===== src/rtl/mrs_pkg.sv =====
package mrs_pkg;
  typedef struct packed {
    logic sgn_a;
    logic sgn_b;
    logic rnd;
    logic crnd;
    logic sat;
    logic acc;
  } mrs_mode_t;
endpackage


===== src/rtl/mrs_opext.sv =====
module mrs_opext #(
  parameter int W = 18
) (
  input  logic [W-1:0] d,
  input  logic         sgn,
  output logic [W:0]   q
);
  always_comb begin
    q = {sgn & d[W-1], d};
  end
endmodule


===== src/rtl/mrs_mac.sv =====
module mrs_mac #(
  parameter int AW    = 18,
  parameter int BW    = 18,
  parameter int ACC_W = 44
) (
  input  logic             clk,
  input  logic             rst_n,
  input  logic             en,
  input  logic             acc_en,
  input  logic [AW:0]      a_x,
  input  logic [BW:0]      b_x,
  output logic [ACC_W-1:0] acc_q
);
  localparam int PW = AW + BW + 2;

  logic signed [PW-1:0] prod;
  logic [ACC_W-1:0]     prod_ext;
  logic [ACC_W-1:0]     acc_d;

  always_comb begin
    prod     = $signed(a_x) * $signed(b_x);
    prod_ext = {{(ACC_W-PW){prod[PW-1]}}, prod};
    acc_d    = acc_en ? (acc_q + prod_ext) : prod_ext;
  end

  always_ff @(posedge clk or negedge rst_n) begin
    if (!rst_n) begin
      acc_q <= '0;
    end else if (en) begin
      acc_q <= acc_d;
    end
  end
endmodule


===== src/rtl/mrs_round.sv =====
module mrs_round #(
  parameter int W   = 44,
  parameter int POS = 16,
  parameter int OW  = 45
) (
  input  logic          en,
  input  logic [W-1:0]  d,
  output logic [OW-1:0] q
);
  localparam logic [W:0] HALF = (W+1)'(1) << (POS-1);
  localparam logic [W:0] LOWM = ((W+1)'(1) << POS) - (W+1)'(1);

  logic [W:0] wide;
  logic [W:0] sum;

  always_comb begin
    wide = {d[W-1], d};
    sum  = wide + HALF;
    q    = OW'(en ? (sum & ~LOWM) : wide);
  end
endmodule


===== src/rtl/mrs_sat.sv =====
module mrs_sat #(
  parameter int W  = 45,
  parameter int OW = 44,
  parameter int SW = 36
) (
  input  logic          en,
  input  logic [W-1:0]  d,
  output logic [OW-1:0] q,
  output logic          hit
);
  localparam logic [W-1:0] MAXW = {{(W-SW+1){1'b0}}, {(SW-1){1'b1}}};
  localparam logic [W-1:0] MINW = {{(W-SW+1){1'b1}}, {(SW-1){1'b0}}};

  logic over;
  logic under;

  always_comb begin
    over  = en && ($signed(d) > $signed(MAXW));
    under = en && ($signed(d) < $signed(MINW));
    hit   = over | under;
    if (over) begin
      q = OW'(MAXW);
    end else if (under) begin
      q = OW'(MINW);
    end else begin
      q = OW'(d);
    end
  end
endmodule


===== src/rtl/mac_rndsat.sv =====
module mac_rndsat #(
  parameter int AW       = 18,
  parameter int BW       = 18,
  parameter int ACC_W    = 44,
  parameter int RND_POS  = 16,
  parameter int CHAIN_POS = 20,
  parameter int SAT_W    = 36
) (
  input  logic             clk,
  input  logic             rst_n,
  input  logic             in_vld,
  input  logic [AW-1:0]    a_i,
  input  logic [BW-1:0]    b_i,
  input  logic             sgn_a,
  input  logic             sgn_b,
  input  logic             rnd_en,
  input  logic             chain_rnd_en,
  input  logic             sat_en,
  input  logic             acc_en,
  output logic             out_vld,
  output logic [ACC_W-1:0] res_o,
  output logic             ovf_o,
  output logic             chain_vld,
  output logic [ACC_W-1:0] chain_o
);
  import mrs_pkg::*;

  localparam int RW = ACC_W + 1;

  // reset synchronizer: asynchronous assert, synchronous release
  logic rs0_q, rs1_q, rst_sync_n;
  always_ff @(posedge clk or negedge rst_n) begin
    if (!rst_n) begin
      rs0_q <= 1'b0;
      rs1_q <= 1'b0;
    end else begin
      rs0_q <= 1'b1;
      rs1_q <= rs0_q;
    end
  end
  assign rst_sync_n = rs1_q;

  // stage 1: operand and mode capture
  mrs_mode_t       mode_in, m1_q, m2_q;
  logic [AW-1:0]   a_q;
  logic [BW-1:0]   b_q;
  logic            v1_q, v2_q, v3_q, v4_q;

  always_comb begin
    mode_in = '{sgn_a: sgn_a, sgn_b: sgn_b, rnd: rnd_en,
                crnd: chain_rnd_en, sat: sat_en, acc: acc_en};
  end

  always_ff @(posedge clk or negedge rst_sync_n) begin
    if (!rst_sync_n) begin
      v1_q <= 1'b0;
      a_q  <= '0;
      b_q  <= '0;
      m1_q <= '0;
    end else begin
      v1_q <= in_vld;
      if (in_vld) begin
        a_q  <= a_i;
        b_q  <= b_i;
        m1_q <= mode_in;
      end
    end
  end

  // stage 2: sign extension, multiply, accumulate
  logic [AW:0]      a_x;
  logic [BW:0]      b_x;
  logic [ACC_W-1:0] acc_q;

  mrs_opext #(.W(AW)) u_ext_a (.d(a_q), .sgn(m1_q.sgn_a), .q(a_x));
  mrs_opext #(.W(BW)) u_ext_b (.d(b_q), .sgn(m1_q.sgn_b), .q(b_x));

  mrs_mac #(.AW(AW), .BW(BW), .ACC_W(ACC_W)) u_mac (
    .clk    (clk),
    .rst_n  (rst_sync_n),
    .en     (v1_q),
    .acc_en (m1_q.acc),
    .a_x    (a_x),
    .b_x    (b_x),
    .acc_q  (acc_q)
  );

  always_ff @(posedge clk or negedge rst_sync_n) begin
    if (!rst_sync_n) begin
      v2_q <= 1'b0;
      m2_q <= '0;
    end else begin
      v2_q <= v1_q;
      if (v1_q) begin
        m2_q <= m1_q;
      end
    end
  end

  // stage 3: round, then saturate the rounded value
  logic [RW-1:0]    rnd_w;
  logic [ACC_W-1:0] sat_w;
  logic             sat_hit;
  logic [ACC_W-1:0] res_q;
  logic             ovf_q, ovf_d;
  logic             crnd3_q;

  mrs_round #(.W(ACC_W), .POS(RND_POS), .OW(RW)) u_rnd1 (
    .en (m2_q.rnd),
    .d  (acc_q),
    .q  (rnd_w)
  );

  mrs_sat #(.W(RW), .OW(ACC_W), .SW(SAT_W)) u_sat (
    .en  (m2_q.sat),
    .d   (rnd_w),
    .q   (sat_w),
    .hit (sat_hit)
  );

  always_comb begin
    ovf_d = ovf_q | (v2_q & sat_hit);
  end

  always_ff @(posedge clk or negedge rst_sync_n) begin
    if (!rst_sync_n) begin
      v3_q    <= 1'b0;
      res_q   <= '0;
      ovf_q   <= 1'b0;
      crnd3_q <= 1'b0;
    end else begin
      v3_q  <= v2_q;
      ovf_q <= ovf_d;
      if (v2_q) begin
        res_q   <= sat_w;
        crnd3_q <= m2_q.crnd;
      end
    end
  end

  // stage 4: second rounder on the chained copy
  logic [ACC_W-1:0] chain_w;
  logic [ACC_W-1:0] chain_q;

  mrs_round #(.W(ACC_W), .POS(CHAIN_POS), .OW(ACC_W)) u_rnd2 (
    .en (crnd3_q),
    .d  (res_q),
    .q  (chain_w)
  );

  always_ff @(posedge clk or negedge rst_sync_n) begin
    if (!rst_sync_n) begin
      v4_q    <= 1'b0;
      chain_q <= '0;
    end else begin
      v4_q <= v3_q;
      if (v3_q) begin
        chain_q <= chain_w;
      end
    end
  end

  assign out_vld   = v3_q;
  assign res_o     = res_q;
  assign ovf_o     = ovf_q;
  assign chain_vld = v4_q;
  assign chain_o   = chain_q;
endmodule


===== config.mk =====
export PLATFORM = sky130hd
export DESIGN_NAME = mac_rndsat
export DESIGN_NICKNAME = d
export VERILOG_FILES = /design/src/rtl/mrs_pkg.sv /design/src/rtl/mrs_opext.sv /design/src/rtl/mrs_mac.sv /design/src/rtl/mrs_round.sv /design/src/rtl/mrs_sat.sv /design/src/rtl/mac_rndsat.sv
export SDC_FILE = /design/constraint.sdc
export NUM_CORES = 1
export LEC_CHECK = 0
export ABC_CLOCK_PERIOD_IN_PS = 11900
export BUFFER_PORTS_ARGS = -buffer_cell sky130_fd_sc_hd__buf_2
export CORE_ASPECT_RATIO = 1.5
export CORE_MARGIN = 10
export CORE_UTILIZATION = 55
export CTS_BUF_LIST = sky130_fd_sc_hd__clkbuf_8
export CTS_CLUSTER_DIAMETER = 40
export CTS_CLUSTER_SIZE = 10
export DETAILED_ROUTE_END_ITERATION = 8
export GPL_TIMING_DRIVEN = 0
export PLACE_DENSITY = 0.75
export SETUP_SLACK_MARGIN = 0.2
export SLEW_MARGIN = 10
export SYNTH_ARGS = -nofsm -noshare
export SYNTH_HDL_FRONTEND = slang
export SYNTH_SLANG_ARGS = --single-unit

===== constraint.sdc =====
create_clock -name clk -period 11.9 [get_ports clk]
set_input_delay 0.595 -clock clk [delete_from_list [all_inputs] [get_ports clk]]
set_output_delay 0.595 -clock clk [all_outputs]
set_load 0.02 [all_outputs]

== After elaboration in Yosys (flattened, before gate mapping) ==
Cells that the tools add are included.
Cells by class
  $add $sub $neg: 3
  multipliers: 1
  divide/modulo/power cells: 0
  magnitude comparators: 2
  eq/ne operators: 0
  shifts and indexed selects: 0
  mux-type cells: 5
  bitwise operators: 5
  reductions and logical operators: 2
Operators by type and width (number)
  44-bit two-way mux: 4
  44-bit by 17-bit adder with 45-bit output (second input constant): 1
  45-bit by 36-bit > comparator with 1-bit output (second input constant): 1
  45-bit by 36-bit less-than comparator with 1-bit output (second input constant): 1
  45-bit two-way mux: 1
  44-bit by 21-bit adder with 44-bit output (second input constant): 1
  44-bit adder: 1
  19-bit by 19-bit multiplier with 38-bit output: 1
  1-bit bitwise AND: 3
  1-bit logical AND: 2
  1-bit bitwise OR: 2
Storage, ports and cells
  register bits: 185
  latch bits: 0
  bits in writable memories: 0
  bits in read-only memories: 0
  input port bits: 45
  output and inout port bits: 91
  word-level logic and storage cells: 40
  memories kept: 0

== Logic depth before layout (Yosys ltp) ==
Gate-level depths: netlist of the first run.
  depth in word-level cells: 7
  mapped depth: 38
  depth with buffers taken out: 37

== Hierarchy ==
A second synthesis of the first run with hierarchy kept.
Unflattened totals
  cell total of the unflattened synthesis: 2575
  area, all modules: 25687.1 sq um
Modules (own cells, without submodules)
  mrs_mac: times used 1, cells an instance 1982, area each 17849.6 sq um, sequential area each 1101.1 sq um
  mac_rndsat: times used 1, cells an instance 292, area each 5699.2 sq um, sequential area each 3528.4 sq um
  mrs_round at u_rnd1: times used 1, cells an instance 106, area each 738.2 sq um, sequential area each 0.0 sq um
  mrs_round at u_rnd2: times used 1, cells an instance 91, area each 628.1 sq um, sequential area each 0.0 sq um
  mrs_sat: times used 1, cells an instance 66, area each 489.2 sq um, sequential area each 0.0 sq um
  mrs_opext: times used 2, cells an instance 19, area each 141.4 sq um, sequential area each 0.0 sq um

== Worst setup path after synthesis of the first run ==
No wires, ideal clock.
  kind: register to register
  from: register a_q[17]
  to: register u_mac.acc_q[43]
  library setup time: 72 ps
  arrival time: 8568 ps
  data required time: 11828 ps
  path slack: 3261 ps
  stages on the path, launching flop included: 32
  path buffers: 1
  period minus slack after synthesis: 8639 ps
  cells stage by stage: dfrtp_1 > and2_1 > clkbuf_1 > nand2_1 > inv_1 > fa_1 > inv_1 > fa_1 > fa_1 > inv_1 > fa_1 > fa_1 > fa_1 > ha_1 > ha_1 > o21ai_0 > nor4b_1 > o31ai_1 > a21boi_0 > a21oi_1 > ha_1 > a21o_1 > or4_1 > o22ai_1 > o21bai_1 > a21oi_1 > o2111ai_1 > o211ai_1 > o21ai_1 > a2111oi_0 > a31oi_1 > nand3_1
On the way
  word-level cells in the longest chain between the ends: 4
RTL lines
  start, declared: line mac_rndsat.sv:45  | logic [AW-1:0] a_q;
  start signal, assigned: line mac_rndsat.sv:63  | a_q <= a_i;
  1-bit bitwise AND: line mrs_opext.sv:9  | q = {sgn & d[W-1], d};
  19-bit by 19-bit multiplier with 38-bit output (*): line mrs_mac.sv:21  | prod = $signed(a_x) * $signed(b_x);
  44-bit adder: line mrs_mac.sv:23  | acc_d = acc_en ? (acc_q + prod_ext) : prod_ext;
  44-bit two-way mux (*): line mrs_mac.sv:23
  end signal, assigned: line mrs_mac.sv:28  | acc_q <= '0;
  end signal, assigned: line mrs_mac.sv:30  | acc_q <= acc_d;
  end, declared: line mrs_mac.sv:12  | output logic [ACC_W-1:0] acc_q
Mark *: on every way between the ends. The rest lies on a longest branch, timed or not.
A chain may end at the register's enable or synchronous reset.

== Worst setup path after layout of the first run ==
  from: register m1_q[5] (netlist bit)
  to: register u_mac.acc_q[43]
On the way
  word-level cells in the longest chain between the ends: 4
RTL lines
  start, declared: line mac_rndsat.sv:44  | mrs_mode_t mode_in, m1_q, m2_q;
  start signal, assigned: line mac_rndsat.sv:65  | m1_q <= mode_in;
  1-bit bitwise AND (*): line mrs_opext.sv:9
  19-bit by 19-bit multiplier with 38-bit output (*): line mrs_mac.sv:21
  44-bit adder: line mrs_mac.sv:23
  44-bit two-way mux (*): line mrs_mac.sv:23
Marks and branches as above.

==> impl_results.md, run 1 <==
* Period minus WS final at 10560 ps
* DIE WIDTH at 190.7 µm
* Setup CP Type: register to register
* F_max at 94.69 MHz
* Top layer in use: met4
* IO Count at 136
* Vias after detailed routing at 18.39k
* CTS buffer count at 17
* Syn Nets at 3138
* CTS sink cnt at 185
* WL per Instance at 19.37 µm
* Met1 Wirelength at 23850 µm
* Die area at 52620 µm²
* Crit path max fanout at 10
* DR pass1 iterations at 5
* Area grow syn2layout at 7.993%
* Antenna violations before repair at 1
* DR vias/cell at 5.570
* Worst Skew at 26.62 ps
* CP peak stage delay at 890 ps
* Clock root cell: clkbuf_8
* Post-synth EDFFs at 0
* Final Hold Fails at 0
* 1st-iter DRT viols at 1009
* Routed wire length at 63930 µm
* Avg Inst Size Synth at 9.390 µm²
* RSZ-0062 raised after global routing: no
* Worst-path clk slew at 120 ps
* Crit start category: register
* Clock Latency Late Sink at 520 ps
* Total GRT Usage at 24.76%
* Yosys warning count at 0
* Slew margin rel. at 20.62%
* Main synth FF type: dfrtp_1
* Fraction of layout cells with a size suffix above 1 at 8.681%
* Die height at 276.0 µm
* Routed Antenna Nets at 0
* Distinct cell type count after synthesis at 69
* Slowest-stage cell, CP: fa_1
* Detailed route wirelength on metal2 at 33330 µm
* Core area at 43050 µm²
* Port Buf Inserts at 135
* Vias in the first global route at 19.45k
* Final setup violation count at 0
* Worst-Margin Slew at 1182 ps
* Largest net degree at the start of global routing at 63
* Drt drc at 0
* Overflow after GRT at 0
* Ys async rst share at 100.0%
* Worst path most repeated cell: fa_1
* Crit. End Element: register
* WP data required at 12350 ps
* First-pass GRT wire length at 102300 µm
* Fin nets at 3296
* Metal3 WL at 3695 µm
* #FFs+latches synth at 185
* Maximum Capacitance Violations at 0
* Register area share after synthesis at 19.27%
* Post-CTS sizing at 0
* CTS tree: done
* GP Congestion at 0.9648
* Hold WC Path Type: register to asynchronous set/reset pin
* Post-Route Setup TNS at 0 ps
* Tcrit/Tclk final at 88.75%
* Post-Syn Area at 24030 µm²
* Hpwl dp at 53100 µm
* Initial core utilization at 55.81%
* CTS Buffer Depth at 2
* Status: completed
* WP data arrival at 11010 ps
* Slew Viols, Final at 0
* Post-synthesis cell count at 2559
* Row cnt at 93
* H-tree Lvls at 4
-- cell usage in the layout (no fill, tap or decap), drive strengths merged, types with 73 or more instances in the layout --
cell / Yosys / layout
nand2: 246 / 246
fa: 370 / 370
and2: 165 / 165
nor2: 135 / 135
ha: 164 / 164
dfrtp: 185 / 185
inv: 424 / 433
clkbuf: 122 / 139
buf: 7 / 145
o21ai: 73 / 73
a21oi: 128 / 128
xnor2: 81 / 81
-- metal layers --
metal | global-route usage [%] | up-vias
met5 | 0 | -
met4 | 11.72 | 0
met1 | 28.19 | 9200
met3 | 3.463 | 153
met2 | 44.84 | 591
li1 | - | 8444
-- metrics by stage --
| step | area, µm² | hold slack (ps) | instances | setup slack, ps | util [%] |
|---|---|---|---|---|---|
| 3_5_place_dp | 25510 | 188.1 | 3267 | 1407 | 59.24 |
| 2_1_floorplan | 24030 | 299.4 | 2559 | 3261 | - |
| 6_report | 25950 | 198.0 | 3301 | 1339 | 60.27 |
| 3_3_place_gp | 25420 | 341.8 | 3264 | 1433 | 59.04 |
| 5_1_grt | 25950 | 210.8 | 3301 | 672.4 | 60.27 |
| 4_1_cts | 25950 | 198.8 | 3300 | 1344 | 60.27 |
-- state kept, by name, summed over array words and instances (netlist names), 3 cells and up --
register / count
a_q: 18
m2_q: 3
m1_q: 6
chain_o: 44
u_mac.acc_q: 44
res_o: 44
b_q: 18
-- area by class of cell --
type	count	area, µm²
Fill cell	3787	17100
Antenna cell	1	2.502
Clock inverter	15	197.7
Inverter	426	1599
Sequential cell	185	4633
Tap cell	570	713.2
Clock buffer	17	234.0
Multi-Input combinational cell	1819	17310
Buffer	129	495.5
Timing Repair Buffer	139	768.2
-- cell usage after synthesis, types with 4 or more instances --
cell      number  share of area (%)
a211oi_1       9               0.28
a21boi_0       4               0.12
a21o_1        39                1.2
a21oi_1      128                2.7
a221o_1       21               0.87
a221oi_1       5               0.18
a31oi_1       14               0.36
and2_1       165                4.3
and3_1        25               0.65
and4_1         5               0.18
buf_1          4              0.062
clkbuf_1     122                1.9
dfrtp_1      185                 19
fa_1         370                 31
ha_1         164                8.5
inv_1        424                6.6
mux2_2        46                2.2
mux2i_1       31                1.3
nand2_1      246                3.8
nand2b_1      14               0.36
nand3_1       43               0.90
nand3b_1      21               0.66
nand4_1       14               0.36
nor2_1       135                2.1
nor2b_1       15               0.39
nor3_1         8               0.17
o211ai_1       5               0.16
o21a_1        10               0.31
o21ai_0       68                1.4
o21ai_1        5               0.10
o21bai_1       9               0.28
o221ai_1       4               0.15
o22a_1        20               0.73
or2_2          6               0.16
xnor2_1       81                3.0
xor2_1        46                1.7
-- what timing repair did --
| item | CTS | global route |
|---|---|---|
| buffers inserted | 0 | 0 |
| endpoints found under the hold margin | 2 | 0 |
| hold buffers | 1 | 0 |
-- path summary, 6_finish.rpt --
path	end	slack [ps]	cells past startpoint	from
worst max register to register	u_mac.acc_q[43]$_DFFE_PN0P_	1340	31	m1_q[5]$_DFFE_PN0P_
min in group clk	v1_q$_DFF_PN0_	260	1	in_vld
max in group asynchronous	u_mac.acc_q[23]$_DFFE_PN0P_	10830	2	rs1_q$_DFF_PN0_
worst min register to register	chain_o[10]$_DFFE_PN0P_	200	0	rs1_q$_DFF_PN0_
worst min-delay path	chain_o[10]$_DFFE_PN0P_	200	0	rs1_q$_DFF_PN0_
worst max-delay path	u_mac.acc_q[43]$_DFFE_PN0P_	1340	31	m1_q[5]$_DFFE_PN0P_
-- critical path, delay by kind of cell (launching register included) --
| family | cells | cell delay (ps) |
|---|---|---|
| AO/OA/AOI/OAI | 13 | 2620 |
| adder cells (fa/ha/maj) | 9 | 4570 |
| flip-flops | 1 | 510 |
| buffers and inverters | 4 | 1170 |
| AND/OR/NAND/NOR | 5 | 1620 |
-- kinds of logic (layout without fill, tap and decap cells) --
| family | Yosys count | after routing | share of synthesized area [%] |
|---|---|---|---|
| compound gates | 366 | 366 | 9.753 |
| buf+inv | 555 | 726 | 8.711 |
| fa+ha+maj | 534 | 534 | 39.36 |
| mux | 77 | 77 | 3.447 |
| flops | 185 | 185 | 19.27 |
| xor+xnor | 127 | 127 | 4.629 |
| simple gates | 714 | 714 | 14.81 |
| other cells | 1 | 2 | 0.01561 |
Power of run 1 is left out: the tool's default activity adds up to more than one toggle a clock period on the data nets, which glitch-free logic cannot reach.
==> run 2, diff against run 1 <==
Settings changed: GPL_TIMING_DRIVEN 0 to 1.
==> run 2 against run 1 <==
  * Worst hold slack gained 95 ps
  * Sequential share of layout area up 0.36 points
  * Via count fell by 3.9%
  * Clock-buffer cell count stayed put
  * Critical path depth shrank 1
  * Die area unchanged
  * Wire length fell by 11%
  * First-iteration DRC count is 4.3% lower
  * Clock skew grew 10 ps
  * Highest routed layer unchanged
==> impl_results.md, run 2 (synthesized netlist as in run 1, its figures left out) <==
* Min-delay src: b_i[9]
* Final setup violation count at 0
* GP Congestion at 0.9188
* Hold path depth at 2
* Vias in the first global route at 19.10k
* Row cnt at 93
* Die height at 276.0 µm
* Clock Latency Late Sink at 520 ps
* CTS buffer count at 17
* Post-Route Setup TNS at 0 ps
* Maximum Capacitance Violations at 0
* Hold Slack at 293.5 ps
* R2R cell count at 30
* Hpwl dp at 45120 µm
* RR Startpoint: a_q[17]$_DFFE_PN0P_
* R2r endpoint: u_mac.acc_q[43]$_DFFE_PN0P_
* WP data required at 12350 ps
* Worst hold endpoint: b_q[9]$_DFFE_PN0P_
* Slew margin rel. at 22.79%
* CTS tree: done
* Crit start category: register
* WP data arrival at 10520 ps
* RSZ-0062 raised after global routing: no
* Port Buf Inserts at 135
* First-pass GRT wire length at 95090 µm
* CTS sink cnt at 185
* F_max at 99.28 MHz
* Worst-Margin Slew at 1158 ps
* Die area at 52620 µm²
* Area grow syn2layout at 5.915%
* Antenna violations before repair at 1
* Crit path max fanout at 26
* Slowest-stage cell, CP: fa_1
* Largest net degree at the start of global routing at 91
* CP peak stage delay at 880 ps
* CTS Buffer Depth at 2
* Worst-path clk slew at 140 ps
* Hold WC Path Type: primary input to register
* Slew Viols, Final at 0
* Drt drc at 0
* WL per Instance at 17.89 µm
* Period minus WS final at 10070 ps
* DIE WIDTH at 190.7 µm
* Status: completed
* Final Hold Fails at 0
* 1st-iter DRT viols at 966
* Setup CP Type: register to register
* Most frequent cells in the layout: inv_1, fa_1, nand2_1, dfrtp_1, and2_1
* Initial core utilization at 55.81%
* Overflow after GRT at 0
* Clock root cell: clkbuf_8
* Core area at 43050 µm²
* Total GRT Usage at 22.14%
* Vias after detailed routing at 17.68k
* Routed wire length at 56920 µm
* CP Launch Point: a_q[17]$_DFFE_PN0P_
* Fillers at 3691
* Commonest non-fill, non-tap cell in the layout: inv_1
* Slack of the worst reg-to-reg path at 1830 ps
* Worst path most repeated cell: fa_1
* Tcrit/Tclk final at 84.64%
* Crit. End Element: register
* Fin nets at 3177
* Routed Antenna Nets at 0
* Worst Skew at 36.87 ps
* IO Count at 136
* Fraction of layout cells with a size suffix above 1 at 9.422%
* DR vias/cell at 5.556
* H-tree Lvls at 4
* DR pass1 iterations at 7
* Postcts setup bufs at 0
-- run 2: how the worst max path moves through the flow --
stage,slack [ps],depth (start not counted),endpoint
after floorplan,3260,31,u_mac.acc_q[43]$_DFFE_PN0P_
after global placement,2110,30,u_mac.acc_q[43]$_DFFE_PN0P_
after detailed placement,1880,30,u_mac.acc_q[43]$_DFFE_PN0P_
after CTS,1840,30,u_mac.acc_q[43]$_DFFE_PN0P_
after global routing,1200,30,u_mac.acc_q[43]$_DFFE_PN0P_
final,1830,30,u_mac.acc_q[43]$_DFFE_PN0P_
-- run 2: worst max-delay path: cells and delay by family (launching register included) --
family,cells,cell delay [ps]
flip-flops,1,780
adder cells (fa/ha/maj),9,4470
AND/OR/NAND/NOR,5,1580
AO/OA/AOI/OAI,13,2450
buffers and inverters,3,710
-- run 2: routing by layer --
metal / share of wire (%) / global-route usage, % / vias up
met1: 40 / 26.38 / 8856
met2: 52 / 40.21 / 534
met4: 2.2 / 6.523 / 0
li1: - / - / 8193
met3: 5.7 / 3.526 / 96
met5: 0 / 0 / -
-- run 2: cell type report --
type | instances | area, µm² | share of cell area (%)
multi-input cells | 1819 | 17310 | 68.00
well taps | 570 | 713.2 | 2.802
clock inverters | 15 | 175.2 | 0.6883
clock buffers | 17 | 234.0 | 0.9193
repair buffers | 149 | 783.3 | 3.078
inverters | 426 | 1599 | 6.283
diodes | 1 | 2.502 | 0.009832
flip-flops and latches | 185 | 4637 | 18.22
-- run 2: timing repair --
action | CTS | global route
resized for setup | 0 | 0
endpoints found under the setup margin | 0 | 0
hold buffers | 1 | 0
hold endpoints to repair | 2 | 0
-- run 2: metrics by stage --
step	setup WS, ps	utilization (%)	instances	cell area [µm²]
after floorplan	3261	-	2559	24030
after global placement	2111	58.13	3148	25030
after detailed placement	1877	58.13	3148	25030
after CTS	1839	59.11	3181	25450
after global routing	1199	59.11	3182	25450
final	1828	59.11	3182	25450
Power of run 2 is left out for the same reason.
==> run 3, diff against run 2 <==
Settings changed: ABC_CLOCK_PERIOD_IN_PS 11900 to 10600.
Clock period 11.9 ns to 10.6 ns, I/O delays scaled along.
==> run 3 against run 2 <==
  * Non-clock buffer count grew 6
  * Core utilization grew 0.099 points
  * Critical path depth is the same
  * Highest routed layer unchanged
  * Wire length shrank 0.70%
  * Final area grew 0.17%
  * Global-route usage grew 0.10 points
  * Worst hold slack lost 91 ps
  * Clock skew grew 1.0 ps
==> impl_results.md, run 3 (synthesized netlist as in run 1, its figures left out) <==
* WP data arrival at 10140 ps
* CTS buffer count at 17
* Fin nets at 3183
* DIE WIDTH at 190.7 µm
* DR vias/cell at 5.592
* Tcrit/Tclk final at 91.37%
* Routed Antenna Nets at 0
* Vias after detailed routing at 17.83k
* CTS sink cnt at 185
* Post-CTS sizing at 0
* Core area at 43050 µm²
* RSZ-0062 raised after global routing: no
* Slew margin rel. at 25.25%
* Row cnt at 93
* Initial core utilization at 55.81%
* First-pass GRT wire length at 95240 µm
* Clock root cell: clkbuf_8
* Total GRT Usage at 22.24%
* Clock Latency Late Sink at 540 ps
* Final Hold Fails at 0
* Multi-input gate area at 17310 µm²
* Final setup violation count at 0
* Slowest-stage cell, CP: fa_1
* Worst path most repeated cell: fa_1
* RR Startpoint: m1_q[5]$_DFFE_PN0P_
* CP peak stage delay at 920 ps
* Fin worst setup slack at 914.3 ps
* Setup CP Type: register to register
* Min-delay src: a_i[2]
* Antenna violations before repair at 1
* R2r endpoint: u_mac.acc_q[43]$_DFFE_PN0P_
* Worst Skew at 37.88 ps
* IO Count at 136
* Slew Viols, Final at 0
* H-tree Lvls at 4
* Worst-path clk slew at 140 ps
* Crit path max fanout at 13
* Post-Route Setup TNS at 0 ps
* Hpwl dp at 45150 µm
* Period minus WS final at 9686 ps
* Drt drc at 0
* F_max at 103.2 MHz
* WP data required at 11050 ps
* 1st-iter DRT viols at 1102
* CTS tree: done
* Worst hold endpoint: a_q[2]$_DFFE_PN0P_
* Commonest non-fill, non-tap cell in the layout: inv_1
* Port Buf Inserts at 135
* Hold path depth at 2
* DR pass1 iterations at 5
* Vias in the first global route at 18.83k
* Die area at 52620 µm²
* Worst slack at placement at 977.5 ps
* Fraction of layout cells with a size suffix above 1 at 9.629%
* GP Congestion at 0.9255
* Status: completed
* R2R cell count at 30
* Crit start category: register
* Routed wire length at 56530 µm
* Worst-Margin Slew at 1113 ps
* Slack of the worst reg-to-reg path at 910 ps
* Overflow after GRT at 0
* WL per Instance at 17.73 µm
* Crit. End Element: register
* Area grow syn2layout at 6.092%
* Fillers at 3688
* Most frequent cells in the layout: inv_1, fa_1, nand2_1, dfrtp_1, and2_1
* CTS Buffer Depth at 2
* Register Area at 4637 µm²
* Hold WC Path Type: primary input to register
* Largest net degree at the start of global routing at 91
* Die height at 276.0 µm
* Maximum Capacitance Violations at 0
[run 3: cell types whose count changed in the layout (fill, tap and decap cells not counted)]
cell      change
clkinv_4      -1
inv_8         -1
inv_6         +2
buf_4         +6
[run 3: per-layer routing]
| metal | routed length, µm | vias up | GRT usage (%) | share of wire (%) |
|---|---|---|---|---|
| met1 | 23130 | 8919 | 28.28 | 41 |
| met3 | 3556 | 107 | 3.249 | 6.3 |
| met5 | 0 | - | 0 | 0 |
| met2 | 28400 | 601 | 38.46 | 50 |
| li1 | - | 8199 | - | - |
| met4 | 1437 | 0 | 6.855 | 2.5 |
[run 3: worst max path at each step]
stage,startpoint,to,cells after the start
2_1_floorplan,a_q[17]$_DFFE_PN0P_,u_mac.acc_q[43]$_DFFE_PN0P_,31
3_3_place_gp,m1_q[5]$_DFFE_PN0P_,u_mac.acc_q[43]$_DFFE_PN0P_,30
6_report,m1_q[5]$_DFFE_PN0P_,u_mac.acc_q[43]$_DFFE_PN0P_,30
4_1_cts,m1_q[5]$_DFFE_PN0P_,u_mac.acc_q[43]$_DFFE_PN0P_,30
5_1_grt,m1_q[5]$_DFFE_PN0P_,u_mac.acc_q[43]$_DFFE_PN0P_,30
3_5_place_dp,m1_q[5]$_DFFE_PN0P_,u_mac.acc_q[43]$_DFFE_PN0P_,30
[run 3: final cells by class]
class | instances | share of cell area, %
antenna | 1 | 0.009816
inverter | 426 | 6.272
clock buffer | 17 | 0.9178
timing repair buffer | 155 | 3.249
multi-input combinational | 1819 | 67.89
sequential | 185 | 18.19
tap | 570 | 2.798
clock inverter | 15 | 0.6773
[run 3: per-stage QoR]
step                      utilization (%)  std cells  instance area [µm²]  hold WS (ps)
after CTS                           59.21       3187                25490         183.1
final                               59.21       3188                25490         202.8
after floorplan                         -       2559                24030         234.4
after detailed placement            58.24       3154                25070         317.5
after global placement              58.24       3154                25070         316.4
after global routing                59.21       3188                25490         202.0
[run 3: critical path, delay by kind of cell, from the launching register on]
| kind | cells | cell delay [ps] |
|---|---|---|
| simple gates | 5 | 1540 |
| fa+ha+maj | 9 | 4510 |
| compound gates | 13 | 2410 |
| flops | 1 | 450 |
| buf+inv | 3 | 690 |
[run 3: timing repair]
action,in CTS,in global routing
hold endpoints to repair,2,0
buffers inserted,0,0
hold buffers,1,0
Power of run 3 is left out for the same reason.
